$ cat config.mk
export PLATFORM = sky130hd
export DESIGN_NAME = pot_step_seq
export DESIGN_NICKNAME = d
export VERILOG_FILES = /design/src/rtl/pot_seq_pkg.sv /design/src/rtl/pot_seq_timer.sv /design/src/rtl/pot_seq_steps.sv /design/src/rtl/pot_seq_ctrl.sv /design/src/rtl/pot_step_seq.sv
export SDC_FILE = /design/constraint.sdc
export NUM_CORES = 1
export LEC_CHECK = 0
export BUFFER_PORTS_ARGS = -buffer_cell sky130_fd_sc_hd__buf_4
export CORE_MARGIN = 5
export CORE_UTILIZATION = 43
export DETAILED_ROUTE_END_ITERATION = 6
export GPL_ROUTABILITY_DRIVEN = 0
export SLEW_MARGIN = 20
export SYNTH_ARGS = -nofsm -noshare
export SYNTH_HDL_FRONTEND = slang
export SYNTH_HIERARCHICAL = 1
export SYNTH_SLANG_ARGS = --single-unit
$ cat constraint.sdc
create_clock -name clk -period 9.55 [get_ports clk]
set_clock_uncertainty 0.1 [all_clocks]
set_input_delay 0.955 -clock clk [delete_from_list [all_inputs] [get_ports clk]]
set_output_delay 0.955 -clock clk [all_outputs]
set_load 0.005 [all_outputs]
$ cat src/rtl/pot_seq_pkg.sv
package pot_seq_pkg;

    typedef enum logic [2:0] {
        ST_IDLE,
        ST_SETUP,
        ST_LOW,
        ST_HIGH,
        ST_TAIL,
        ST_HOLD,
        ST_REARM
    } seq_state_t;

    typedef struct packed {
        logic cs_n;
        logic ud;
        logic inc_n;
    } pot_pins_t;

    localparam pot_pins_t PINS_IDLE = '{cs_n: 1'b1, ud: 1'b1, inc_n: 1'b1};

    // Nanoseconds to clock cycles, rounded up, never below one cycle.
    function automatic int ns_to_cyc(input longint ns, input longint clk_ps);
        longint c;
        c = (ns * 1000 + clk_ps - 1) / clk_ps;
        if (c < 1) c = 1;
        return int'(c);
    endfunction

    function automatic int max_int(input int a, input int b);
        return (a > b) ? a : b;
    endfunction

endpackage

$ cat src/rtl/pot_seq_timer.sv
module pot_seq_timer #(
    parameter int W = 8
) (
    input  logic         clk,
    input  logic         rst,
    input  logic         load,
    input  logic [W-1:0] load_val,
    output logic         done
);
    logic [W-1:0] cnt;

    // A load of N makes done rise N cycles later.
    always_ff @(posedge clk) begin
        if (rst)
            cnt <= '0;
        else if (load)
            cnt <= load_val - 1'b1;
        else if (cnt != '0)
            cnt <= cnt - 1'b1;
    end

    assign done = (cnt == '0);
endmodule

$ cat src/rtl/pot_seq_steps.sv
module pot_seq_steps #(
    parameter int STEP_W = 6
) (
    input  logic              clk,
    input  logic              rst,
    input  logic              load,
    input  logic [STEP_W-1:0] steps,
    input  logic              dec,
    output logic              rem_zero,
    output logic              rem_one
);
    logic [STEP_W-1:0] rem;
    logic [STEP_W-1:0] mag;

    // Two's complement magnitude; the most negative code maps to 2**(STEP_W-1).
    always_comb mag = steps[STEP_W-1] ? (~steps + 1'b1) : steps;

    always_ff @(posedge clk) begin
        if (rst)
            rem <= '0;
        else if (load)
            rem <= mag;
        else if (dec && rem != '0)
            rem <= rem - 1'b1;
    end

    assign rem_zero = (rem == '0);
    assign rem_one  = (rem == STEP_W'(1));
endmodule

$ cat src/rtl/pot_seq_ctrl.sv
module pot_seq_ctrl
    import pot_seq_pkg::*;
#(
    parameter int STEP_W      = 6,
    parameter int TMR_W       = 8,
    parameter int SETUP_CYC   = 1,
    parameter int LOW_CYC     = 1,
    parameter int LOWEND_CYC  = 1,
    parameter int HIGH_CYC    = 1,
    parameter int TAIL_CYC    = 1,
    parameter int STORE_CYC   = 1,
    parameter int NOSTORE_CYC = 1,
    parameter int REARM_CYC   = 1
) (
    input  logic              clk,
    input  logic              rst,
    input  logic              cmd_valid,
    input  logic [STEP_W-1:0] cmd_steps,
    input  logic              cmd_store,
    input  logic              t_done,
    input  logic              rem_zero,
    input  logic              rem_one,
    output logic              cmd_ready,
    output pot_pins_t         pins,
    output logic              t_load,
    output logic [TMR_W-1:0]  t_val,
    output logic              s_load,
    output logic              s_dec
);
    localparam logic [TMR_W-1:0] V_SETUP   = TMR_W'(SETUP_CYC);
    localparam logic [TMR_W-1:0] V_LOW     = TMR_W'(LOW_CYC);
    localparam logic [TMR_W-1:0] V_LOWEND  = TMR_W'(LOWEND_CYC);
    localparam logic [TMR_W-1:0] V_HIGH    = TMR_W'(HIGH_CYC);
    localparam logic [TMR_W-1:0] V_TAIL    = TMR_W'(TAIL_CYC);
    localparam logic [TMR_W-1:0] V_STORE   = TMR_W'(STORE_CYC);
    localparam logic [TMR_W-1:0] V_NOSTORE = TMR_W'(NOSTORE_CYC);
    localparam logic [TMR_W-1:0] V_REARM   = TMR_W'(REARM_CYC);

    seq_state_t state, nxt_state;
    pot_pins_t  nxt_pins;
    logic       store_q, nxt_store;

    always_comb begin
        nxt_state = state;
        nxt_pins  = pins;
        nxt_store = store_q;
        t_load    = 1'b0;
        t_val     = '0;
        s_load    = 1'b0;
        s_dec     = 1'b0;
        unique case (state)
            ST_IDLE: begin
                if (cmd_valid && (cmd_steps != '0 || cmd_store)) begin
                    nxt_state     = ST_SETUP;
                    nxt_pins.cs_n = 1'b0;
                    nxt_pins.ud   = ~cmd_steps[STEP_W-1];
                    nxt_store     = cmd_store;
                    t_load        = 1'b1;
                    t_val         = V_SETUP;
                    s_load        = 1'b1;
                end
            end
            ST_SETUP: begin
                if (t_done) begin
                    t_load = 1'b1;
                    if (rem_zero) begin
                        nxt_state = ST_TAIL;
                        t_val     = V_TAIL;
                    end else begin
                        nxt_state      = ST_LOW;
                        nxt_pins.inc_n = 1'b0;
                        s_dec          = 1'b1;
                        t_val          = (rem_one && !store_q) ? V_LOWEND : V_LOW;
                    end
                end
            end
            ST_LOW: begin
                if (t_done) begin
                    t_load = 1'b1;
                    if (rem_zero && !store_q) begin
                        nxt_state     = ST_HOLD;
                        nxt_pins.cs_n = 1'b1;
                        t_val         = V_NOSTORE;
                    end else begin
                        nxt_pins.inc_n = 1'b1;
                        nxt_state      = rem_zero ? ST_TAIL : ST_HIGH;
                        t_val          = rem_zero ? V_TAIL : V_HIGH;
                    end
                end
            end
            ST_HIGH: begin
                if (t_done) begin
                    nxt_state      = ST_LOW;
                    nxt_pins.inc_n = 1'b0;
                    s_dec          = 1'b1;
                    t_load         = 1'b1;
                    t_val          = (rem_one && !store_q) ? V_LOWEND : V_LOW;
                end
            end
            ST_TAIL: begin
                if (t_done) begin
                    nxt_state     = ST_HOLD;
                    nxt_pins.cs_n = 1'b1;
                    t_load        = 1'b1;
                    t_val         = V_STORE;
                end
            end
            ST_HOLD: begin
                if (t_done) begin
                    if (!pins.inc_n) begin
                        nxt_state      = ST_REARM;
                        nxt_pins.inc_n = 1'b1;
                        t_load         = 1'b1;
                        t_val          = V_REARM;
                    end else begin
                        nxt_state = ST_IDLE;
                    end
                end
            end
            ST_REARM: begin
                if (t_done) nxt_state = ST_IDLE;
            end
            default: nxt_state = ST_IDLE;
        endcase
    end

    always_ff @(posedge clk) begin
        if (rst) begin
            state   <= ST_IDLE;
            pins    <= PINS_IDLE;
            store_q <= 1'b0;
        end else begin
            state   <= nxt_state;
            pins    <= nxt_pins;
            store_q <= nxt_store;
        end
    end

    assign cmd_ready = (state == ST_IDLE);
endmodule

$ cat src/rtl/pot_step_seq.sv
module pot_step_seq
    import pot_seq_pkg::*;
#(
    parameter int CLK_PS       = 10000,
    parameter int STEP_W       = 6,
    parameter int CS_SETUP_NS  = 100,
    parameter int UD_SETUP_NS  = 2900,
    parameter int UD_HOLD_NS   = 100,
    parameter int INC_LOW_NS   = 1000,
    parameter int INC_HIGH_NS  = 1000,
    parameter int INC_CYC_NS   = 2000,
    parameter int INC_CS_NS    = 1000,
    parameter int STORE_NS     = 20000000,
    parameter int NOSTORE_NS   = 100
) (
    input  logic              clk,
    input  logic              rst,
    input  logic              cmd_valid,
    output logic              cmd_ready,
    input  logic [STEP_W-1:0] cmd_steps,
    input  logic              cmd_store,
    output logic              pot_cs_n,
    output logic              pot_ud,
    output logic              pot_inc_n
);
    localparam int SETUP_CYC   = max_int(ns_to_cyc(CS_SETUP_NS, CLK_PS),
                                         ns_to_cyc(UD_SETUP_NS, CLK_PS));
    localparam int LOW_CYC     = ns_to_cyc(INC_LOW_NS, CLK_PS);
    localparam int CS_GAP_CYC  = ns_to_cyc(INC_CS_NS, CLK_PS);
    localparam int LOWEND_CYC  = max_int(LOW_CYC, CS_GAP_CYC);
    localparam int HIGH_CYC    = max_int(ns_to_cyc(INC_HIGH_NS, CLK_PS),
                                         ns_to_cyc(INC_CYC_NS, CLK_PS) - LOW_CYC);
    localparam int TAIL_CYC    = max_int(CS_GAP_CYC, ns_to_cyc(INC_HIGH_NS, CLK_PS));
    localparam int STORE_CYC   = ns_to_cyc(STORE_NS, CLK_PS);
    localparam int NOSTORE_CYC = ns_to_cyc(NOSTORE_NS, CLK_PS);
    localparam int REARM_CYC   = ns_to_cyc(UD_HOLD_NS, CLK_PS);
    localparam int MAX_CYC     = max_int(max_int(max_int(SETUP_CYC, LOWEND_CYC),
                                                 max_int(HIGH_CYC, TAIL_CYC)),
                                         max_int(max_int(STORE_CYC, NOSTORE_CYC),
                                                 REARM_CYC));
    localparam int TMR_W       = $clog2(MAX_CYC + 1);

    pot_pins_t        pins;
    logic             t_load, t_done, s_load, s_dec, rem_zero, rem_one;
    logic [TMR_W-1:0] t_val;

    pot_seq_ctrl #(
        .STEP_W(STEP_W), .TMR_W(TMR_W), .SETUP_CYC(SETUP_CYC), .LOW_CYC(LOW_CYC),
        .LOWEND_CYC(LOWEND_CYC), .HIGH_CYC(HIGH_CYC), .TAIL_CYC(TAIL_CYC),
        .STORE_CYC(STORE_CYC), .NOSTORE_CYC(NOSTORE_CYC), .REARM_CYC(REARM_CYC)
    ) i_ctrl (
        .clk(clk), .rst(rst), .cmd_valid(cmd_valid), .cmd_steps(cmd_steps),
        .cmd_store(cmd_store), .t_done(t_done), .rem_zero(rem_zero),
        .rem_one(rem_one), .cmd_ready(cmd_ready), .pins(pins), .t_load(t_load),
        .t_val(t_val), .s_load(s_load), .s_dec(s_dec)
    );

    pot_seq_timer #(.W(TMR_W)) i_timer (
        .clk(clk), .rst(rst), .load(t_load), .load_val(t_val), .done(t_done)
    );

    pot_seq_steps #(.STEP_W(STEP_W)) i_steps (
        .clk(clk), .rst(rst), .load(s_load), .steps(cmd_steps), .dec(s_dec),
        .rem_zero(rem_zero), .rem_one(rem_one)
    );

    assign pot_cs_n  = pins.cs_n;
    assign pot_ud    = pins.ud;
    assign pot_inc_n = pins.inc_n;
endmodule

==> flow_summary.json, run 1 <==
{
  "syn_area_mm2": 0.00258,
  "stdcell_area_mm2": 0.00273,
  "post_cts_resized": 0,
  "rsz0062_at_grt": "no",
  "path_class": "reg -> reg",
  "final_max_slew_viol_count": 0,
  "postSynthCellCount": 299,
  "drtIter0Drc": 75,
  "num_antenna_cells": 0,
  "fin_setup_tns_ps": 0,
  "min_from": "i_ctrl/pins[1]$_SDFFE_PP1P_",
  "clockBufferDepth": 2,
  "post_cts_buffers": 0,
  "wl_per_cell_um": 14.3,
  "layout-drive-gt1-share_pct": 15.8,
  "routed-via-count": 2110,
  "crit_required_ps": 9620,
  "synth_area_per_cell_um2": 8.63,
  "fillers": 581,
  "crit_fanout": 43,
  "dp_hpwl_mm": 4.04,
  "htree_num_levels": 2,
  "core_mm2": 0.00589,
  "cts_tree": "done",
  "power_leakage_uw": 0.00103,
  "cts-root-buf": "clkbuf_8",
  "grt_antenna_before_repair": 0,
  "dp.cells": 370,
  "dp_slack_ps": 4880,
  "p_per_area_mw_per_mm2": 310,
  "grt_pass1_wl_mm": 9.25,
  "totalWireLength_mm": 5.42,
  "critPathArrivalTime_ps": 4730,
  "yosys_warnings": 6,
  "place_area_mm2": 0.00264,
  "die_x_um": 87.5,
  "peakVddDrop_mv": 0.130,
  "cp_cell_sequence": "or4_4 > nor3_1 > nand2_1 > nor4_1 > inv_1 > o31ai_4 > buf_4 > nor4b_1 > o22ai_1 > nor4b_1 > xor2_1 > nor2_1",
  "ios": 14,
  "portBuffers": 13,
  "hold_viol_final": 0,
  "fin_cells": 378,
  "reg2reg_to": "i_timer/cnt[15]$_SDFFE_PP0P_",
  "cp_slowest_cell": "nor4_1",
  "clk_pin_slew_worst_paths_ps": 70,
  "hold_class": "reg -> reg",
  "grt_pass1_vias": 2023,
  "grt_overflow_total": 0,
  "ant_nets": 0,
  "route.detailed.drc": 0,
  "ctsHoldBuffers": 0,
  "viasPerCell": 5.58,
  "die_y_um": 87.5,
  "fmax_mhz": 215,
  "cp-end-kind": "flop",
  "slew_headroom_pct": 33.8,
  "grt_max_degree": 44,
  "clkSinkCount": 34,
  "nets": 316,
  "synthToLayoutAreaGrowth_pct": 5.62,
  "track_usage_pct": 15.2,
  "cp_slowest_stage_delay_ps": 600,
  "clkLatencyLatePin_ps": 290,
  "min_period_over_period_pct": 48.8,
  "period_minus_slack_ps": 4660,
  "setup_viol": 0,
  "cts_buffers": 5,
  "row_count": 28,
  "hold_depth": 1,
  "reg2reg_from": "i_timer/cnt[14]$_SDFFE_PP0P_",
  "start_util_pct": 43.9,
  "drv_cap": 0,
  "worstHoldEndpoint": "i_ctrl/pins[1]$_SDFFE_PP1P_",
  "cp_common_cell": "nor4b_1",
  "r2r_slack_ps": 4890,
  "worst_pin_slew_ps": 985,
  "setup_ws_ps": 4890,
  "status": "complete, no violations",
  "drtPass1Iterations": 5,
  "start_kind": "flop",
  "reg2reg_depth": 12,
  "die_area_mm2": 0.00765
}
==> how the worst max path moves through the flow <==
stage	from	cells after the start	end	slack, ps
2_1_floorplan	i_timer/cnt[14]$_SDFFE_PP0P_	15	i_timer/cnt[14]$_SDFFE_PP0P_	5090
6_report	i_timer/cnt[14]$_SDFFE_PP0P_	12	i_timer/cnt[15]$_SDFFE_PP0P_	4890
4_1_cts	i_timer/cnt[14]$_SDFFE_PP0P_	12	i_timer/cnt[15]$_SDFFE_PP0P_	4860
3_5_place_dp	i_timer/cnt[14]$_SDFFE_PP0P_	12	i_timer/cnt[15]$_SDFFE_PP0P_	4880
3_3_place_gp	i_timer/cnt[14]$_SDFFE_PP0P_	13	i_timer/cnt[18]$_SDFFE_PP0P_	5050
5_1_grt	i_timer/cnt[14]$_SDFFE_PP0P_	12	i_timer/cnt[15]$_SDFFE_PP0P_	4310
==> registers in the layout, indices dropped and copies added, names as in the netlist <==
name and flops:
i_ctrl/state 3, i_timer/cnt 21, i_ctrl/store_q 1, i_steps/rem 6, i_ctrl/pins 3
==> power breakdown <==
part           switching [µW]  internal [µW]  leakage [µW]
sequential               51.3            186      0.000279
combinational             287            210      0.000706
clock                    51.8           58.1     0.0000482
==> worst max-delay path, delay by kind of cell, from the launching register on <==
kind,cells,cell delay (ps)
simple gates,7,2510
xor+xnor,1,170
flops,1,320
compound gates,2,700
buf+inv,2,730
==> cell usage in the layout (no fill, tap or decap), types with 3 or more instances in the layout <==
cell,n
buf_4,15
o2bb2ai_1,3
xor2_1,14
nor3_1,14
ha_1,4
a21o_1,4
dfxtp_1,34
or4_1,3
o211ai_1,3
nand2_1,13
conb_1,8
nand2b_1,6
nor3b_1,4
clkbuf_8,6
inv_1,12
nor4_2,3
nor2_1,34
nor4_1,8
o22ai_1,3
xnor2_1,7
or3_1,5
mux2i_1,22
a21oi_1,12
a211oi_1,5
nand3_1,5
o21ai_0,4
nor4b_1,4
==> metal layers <==
layer  GRT usage (%)  part of all wire [%]  up-vias
met5               0                     0        -
met4            6.00                   1.6        0
met3            3.41                   3.7        8
met2            25.1                    47       39
met1            19.2                    47      987
li1                -                     -     1076
==> stage by stage <==
step / total power (µW) / hold slack (ps) / util, %
global placement: 734 / 353 / 44.8
CTS: 852 / 380 / 46.3
global route: 919 / 403 / 46.3
floorplan: 644 / 355 / -
finish: 844 / 376 / 46.3
detailed placement: 738 / 359 / 44.8
==> final cells by class <==
| type | count | area [µm²] | share of cell area (%) |
|---|---|---|---|
| sequential | 34 | 681 | 25.0 |
| clock buffer | 7 | 86.3 | 3.17 |
| tap | 75 | 93.8 | 3.44 |
| timing repair buffer | 15 | 113 | 4.13 |
| clock inverter | 1 | 5.00 | 0.184 |
| multi-input combinational | 234 | 1700 | 62.5 |
| inverter | 12 | 45.0 | 1.65 |
(Power assumes the default switching activity.)
==> inputs of run 2 (changes only) <==
clock period = 4.8 ns   (was 9.55 ns; I/O delays follow)
==> run 2 against run 1 <==
Compared with the run above:
- fmax rose by 11%
- first-iteration DRC count fell by 11%
- final cell count rose by 0.26%
- cell area rose by 0.51%
- largest power group unchanged
- worst hold slack got worse by 21 ps
- die area did not move
- sequential share of layout area fell by 0.13 points
- critical endpoint is now i_timer/cnt[20]$_SDFFE_PP0P_
==> flow_summary.json, run 2 (synthesized netlist as in run 1, its figures left out) <==
{
  "status": "complete, no violations",
  "final_core_util_pct": 46.6,
  "min_from": "cmd_store",
  "fin_cells": 379,
  "top_usage_layer": "met2",
  "cp_top_family": "simple AND/OR/NAND/NOR gates",
  "drtIter0Drc": 67,
  "ant_nets": 0,
  "drtPass1Iterations": 4,
  "reg_top3": "i_timer/cnt (21), i_steps/rem (6)",
  "grt_pass1_vias": 2059,
  "hold_depth": 3,
  "p_sw_uw": 777,
  "wl_per_cell_um": 14.6,
  "cts_tree": "done",
  "grt_overflow_total": 0,
  "peakVddDrop_mv": 0.269,
  "cp_cell_sequence": "or4_4 > nor3_1 > nand2_1 > nor4_1 > buf_4 > inv_1 > o31ai_4 > buf_4 > buf_4 > nor4_1 > o21ai_1 > nor3_1 > a21o_1 > a21oi_1",
  "p_int_uw": 910,
  "cp_slowest_stage_delay_ps": 550,
  "cts_buffers": 5,
  "track_usage_pct": 15.5,
  "grt_use_met3_pct": 3.41,
  "layout-drive-gt1-share_pct": 16.4,
  "period_minus_slack_ps": 4210,
  "switching_share_pct": 46.0,
  "final_cell_mix": "nor2_1 (34), dfxtp_1 (34), mux2i_1 (22)",
  "slew_headroom_pct": 34.9,
  "totalWireLength_mm": 5.54,
  "grt_pass1_wl_mm": 9.54,
  "hold_viol_final": 0,
  "start_util_pct": 43.9,
  "ios": 14,
  "largest_reg_flops": 21,
  "grt_antenna_before_repair": 0,
  "drv_cap": 0,
  "die_area_mm2": 0.00765,
  "path_class": "reg -> reg",
  "crit_required_ps": 4910,
  "clkLatencyLatePin_ps": 280,
  "min_period_over_period_pct": 87.8,
  "die_x_um": 87.5,
  "cp-end-kind": "flop",
  "num_antenna_cells": 0,
  "worstHoldEndpoint": "i_ctrl/store_q$_SDFFE_PP0P_",
  "critPathArrivalTime_ps": 4330,
  "reg2reg_to": "i_timer/cnt[20]$_SDFFE_PP0P_",
  "p_comb_share_pct": 59.4,
  "final_max_slew_viol_count": 0,
  "p_per_area_mw_per_mm2": 615,
  "viasPerCell": 5.55,
  "post_cts_buffers": 0,
  "synthToLayoutAreaGrowth_pct": 6.16,
  "cp_slowest_cell": "or4_4",
  "largest_register": "i_timer/cnt",
  "nets": 319,
  "reg2reg_from": "i_timer/cnt[14]$_SDFFE_PP0P_",
  "fmax_mhz": 237,
  "hold_class": "in -> reg",
  "die_y_um": 87.5,
  "portBuffers": 13,
  "row_count": 28,
  "setup_viol": 0,
  "route.detailed.drc": 0,
  "use_met2_pct": 25.3,
  "htree_num_levels": 2,
  "core_mm2": 0.00589,
  "power_leakage_uw": 0.00104,
  "r2r_slack_ps": 590,
  "routed-via-count": 2105,
  "path_buf_inv": 4,
  "start_kind": "flop",
  "post_cts_resized": 0,
  "reg2reg_depth": 14,
  "fin_setup_tns_ps": 0,
  "clk_pin_slew_worst_paths_ps": 70,
  "cts-root-buf": "clkbuf_8",
  "crit_fanout": 18,
  "clkSinkCount": 34,
  "grt_max_degree": 22,
  "power_frac_seq_pct": 28.1,
  "worst_pin_slew_ps": 977,
  "clockBufferDepth": 2,
  "dp_hpwl_mm": 4.02,
  "use_met1_pct": 20.0,
  "rsz0062_at_grt": "no",
  "cp_common_cell": "buf_4",
  "dp.cells": 373,
  "ctsHoldBuffers": 0,
  "pwr-share-clk_pct": 12.4
}
## run 2: cell count changes in the layout (fill, tap and decap cells not counted), sizes merged
cell,previous run,this run
clkbuf,7,6
buf,15,18
clkinv,1,0
## run 2: worst min-delay path, cell delays in order
cell,delay (ps)
buf_4,110
nand2_1,50
a21oi_1,50
## run 2: power groups by stage
stage,Sequential [µW],Clock [µW],Combinational [µW]
2_1_floorplan,437,0,843
3_3_place_gp,479,0,1000
3_5_place_dp,478,0,1000
4_1_cts,473,218,1010
5_1_grt,489,231,1120
6_report,475,210,1000
## run 2: layout make-up
| cell class | instances | area (µm²) |
|---|---|---|
| multi-input combinational | 234 | 1700 |
| fill | 592 | 3150 |
| sequential | 34 | 681 |
| inverter | 12 | 45.0 |
| clock buffer | 6 | 82.6 |
| tap | 75 | 93.8 |
| timing repair buffer | 18 | 135 |
## run 2: routing by layer
layer  wire length, µm  part of all wire [%]
met1              2650                    48
met2              2650                    48
met3               178                   3.2
met4                63                   1.1
met5                 0                     0
## run 2: stage by stage
stage / setup slack (ps) / hold WS (ps) / total power (µW) / cell area, µm²
detailed placement: 601 / 359 / 1480 / 2660
floorplan: 342 / 355 / 1280 / 2610
global route: 172 / 360 / 1840 / 2740
CTS: 583 / 347 / 1700 / 2740
finish: 586 / 356 / 1690 / 2740
global placement: 636 / 356 / 1480 / 2660
## run 2: how the worst max path moves through the flow
| stage | startpoint | end | slack (ps) | depth (start not counted) |
|---|---|---|---|---|
| after floorplan | i_timer/cnt[14]$_SDFFE_PP0P_ | i_timer/cnt[14]$_SDFFE_PP0P_ | 340 | 15 |
| after global placement | i_timer/cnt[14]$_SDFFE_PP0P_ | i_timer/cnt[17]$_SDFFE_PP0P_ | 640 | 13 |
| after detailed placement | i_timer/cnt[14]$_SDFFE_PP0P_ | i_timer/cnt[19]$_SDFFE_PP0P_ | 600 | 13 |
| after CTS | i_timer/cnt[14]$_SDFFE_PP0P_ | i_timer/cnt[20]$_SDFFE_PP0P_ | 580 | 14 |
| after global routing | i_timer/cnt[14]$_SDFFE_PP0P_ | i_timer/cnt[20]$_SDFFE_PP0P_ | 170 | 14 |
| final | i_timer/cnt[14]$_SDFFE_PP0P_ | i_timer/cnt[20]$_SDFFE_PP0P_ | 590 | 14 |
==> inputs of run 3 (changes only) <==
clock period = 4.2 ns   (was 4.8 ns; I/O delays follow)
==> run 3 against run 2 <==
Compared with the run above:
- final cell count increased by 0.79%
- total power rose by 16%
- setup slack got worse by 270 ps
- flip-flop and latch count is the same
- highest routed layer unchanged
==> flow_summary.json, run 3 (synthesized netlist as in run 1, its figures left out) <==
{
  "ctsHoldBuffers": 0,
  "pwr-share-clk_pct": 12.0,
  "dp_hpwl_mm": 4.15,
  "viasPerCell": 5.53,
  "rsz0062_at_grt": "no",
  "reg2reg_from": "i_timer/cnt[14]$_SDFFE_PP0P_",
  "status": "complete, no violations",
  "fin_cells": 382,
  "crit_fanout": 23,
  "r2r_slack_ps": 310,
  "portBuffers": 13,
  "grt_pass1_wl_mm": 9.99,
  "hold_viol_final": 0,
  "drtIter0Drc": 133,
  "clkSinkCount": 34,
  "place_area_mm2": 0.00268,
  "grt_pass1_vias": 2083,
  "peakVddDrop_mv": 0.298,
  "fmax_mhz": 257,
  "min_period_over_period_pct": 92.5,
  "wl_per_cell_um": 14.9,
  "drtPass1Iterations": 4,
  "die_area_mm2": 0.00765,
  "nets": 321,
  "totalWireLength_mm": 5.69,
  "min_from": "cmd_store",
  "power_frac_seq_pct": 27.8,
  "path_class": "reg -> reg",
  "clk_pin_slew_worst_paths_ps": 70,
  "final_cell_mix": "nor2_1 (34), dfxtp_1 (34), mux2i_1 (22)",
  "grt_antenna_before_repair": 0,
  "routed-via-count": 2112,
  "final_max_slew_viol_count": 0,
  "clockBufferDepth": 2,
  "hold_class": "in -> reg",
  "critPathArrivalTime_ps": 3950,
  "reg_top3": "i_timer/cnt (21), i_steps/rem (6)",
  "num_antenna_cells": 0,
  "startpoint": "i_timer/cnt[14]$_SDFFE_PP0P_",
  "row_count": 28,
  "core_mm2": 0.00589,
  "track_usage_pct": 16.3,
  "cts_tree": "done",
  "grt_max_degree": 24,
  "htree_num_levels": 2,
  "slew_headroom_pct": 43.9,
  "fin_setup_tns_ps": 0,
  "crit_required_ps": 4270,
  "p_comb_share_pct": 60.2,
  "grt_overflow_total": 0,
  "route.detailed.drc": 0,
  "cts-root-buf": "clkbuf_8",
  "synthToLayoutAreaGrowth_pct": 7.17,
  "stdcell_area_mm2": 0.00277,
  "hold_ws_ps": 284,
  "layout-drive-gt1-share_pct": 17.6,
  "post_cts_buffers": 0,
  "worst_pin_slew_ps": 836,
  "ant_nets": 0,
  "p_per_area_mw_per_mm2": 708,
  "p_int_uw": 1040,
  "die_y_um": 87.5,
  "dp.cells": 375,
  "start_util_pct": 43.9,
  "cp-end-kind": "flop",
  "power_uw": 1960,
  "die_x_um": 87.5,
  "largest_register": "i_timer/cnt",
  "drv_cap": 0,
  "setup_viol": 0,
  "post_cts_resized": 0,
  "start_kind": "flop",
  "power_leakage_uw": 0.00106,
  "p_sw_uw": 914,
  "period_minus_slack_ps": 3890,
  "clkLatencyLatePin_ps": 290,
  "ios": 14,
  "switching_share_pct": 46.7,
  "largest_reg_flops": 21,
  "cts_buffers": 5
}
## run 3: cell count changes in the layout (fill, tap and decap cells not counted)
cell,change
o22ai_2,+1
clkbuf_8,-1
buf_4,+2
clkbuf_1,+2
o22ai_1,-1
nor3_2,+1
nor4_2,+1
nor3_1,-1
nor4_1,-1
## run 3: cell type report
cell class	instances	area (µm²)
clock buffer	7	76.3
multi-input combinational	234	1720
timing repair buffer	20	150
fill	600	3120
tap	75	93.8
inverter	12	45.0
sequential	34	681
## run 3: power by group through the flow
stage	registers [µW]	logic [µW]	clock network, µW
finish	545	1180	235
global route	564	1320	257
CTS	545	1170	243
detailed placement	551	1170	0
global placement	550	1160	0
floorplan	501	970	0
## run 3: final timing paths
| check | to | depth (start not counted) |
|---|---|---|
| max reg2reg | i_timer/cnt[19]$_SDFFE_PP0P_ | 12 |
| min reg2reg | i_ctrl/pins[1]$_SDFFE_PP1P_ | 1 |
| max | i_timer/cnt[19]$_SDFFE_PP0P_ | 12 |
| min | i_ctrl/store_q$_SDFFE_PP0P_ | 3 |
## run 3: stage by stage
step                util, %  setup slack, ps
floorplan                 -             41.2
global placement       45.5              335
detailed placement     45.5              292
CTS                    46.8              261
global route           47.0             33.0
finish                 47.0              314
## run 3: layer usage
layer	global-route usage, %	routed length, µm	vias to the layer above
met4	3.91	81	0
met1	21.8	2760	989
met5	0	0	-
met2	26.6	2700	34
li1	-	-	1081
met3	3.60	146	8
## run 3: worst max-delay path, cell delays in order (launching register included)
cell	delay, ps
dfxtp_1	320
or4_4	550
nor3_1	300
nand2_1	100
nor4_2	190
inv_1	160
o31ai_4	280
buf_4	310
or4b_4	530
or3_4	360
a2111oi_4	320
xor2_1	180
nor2_1	50
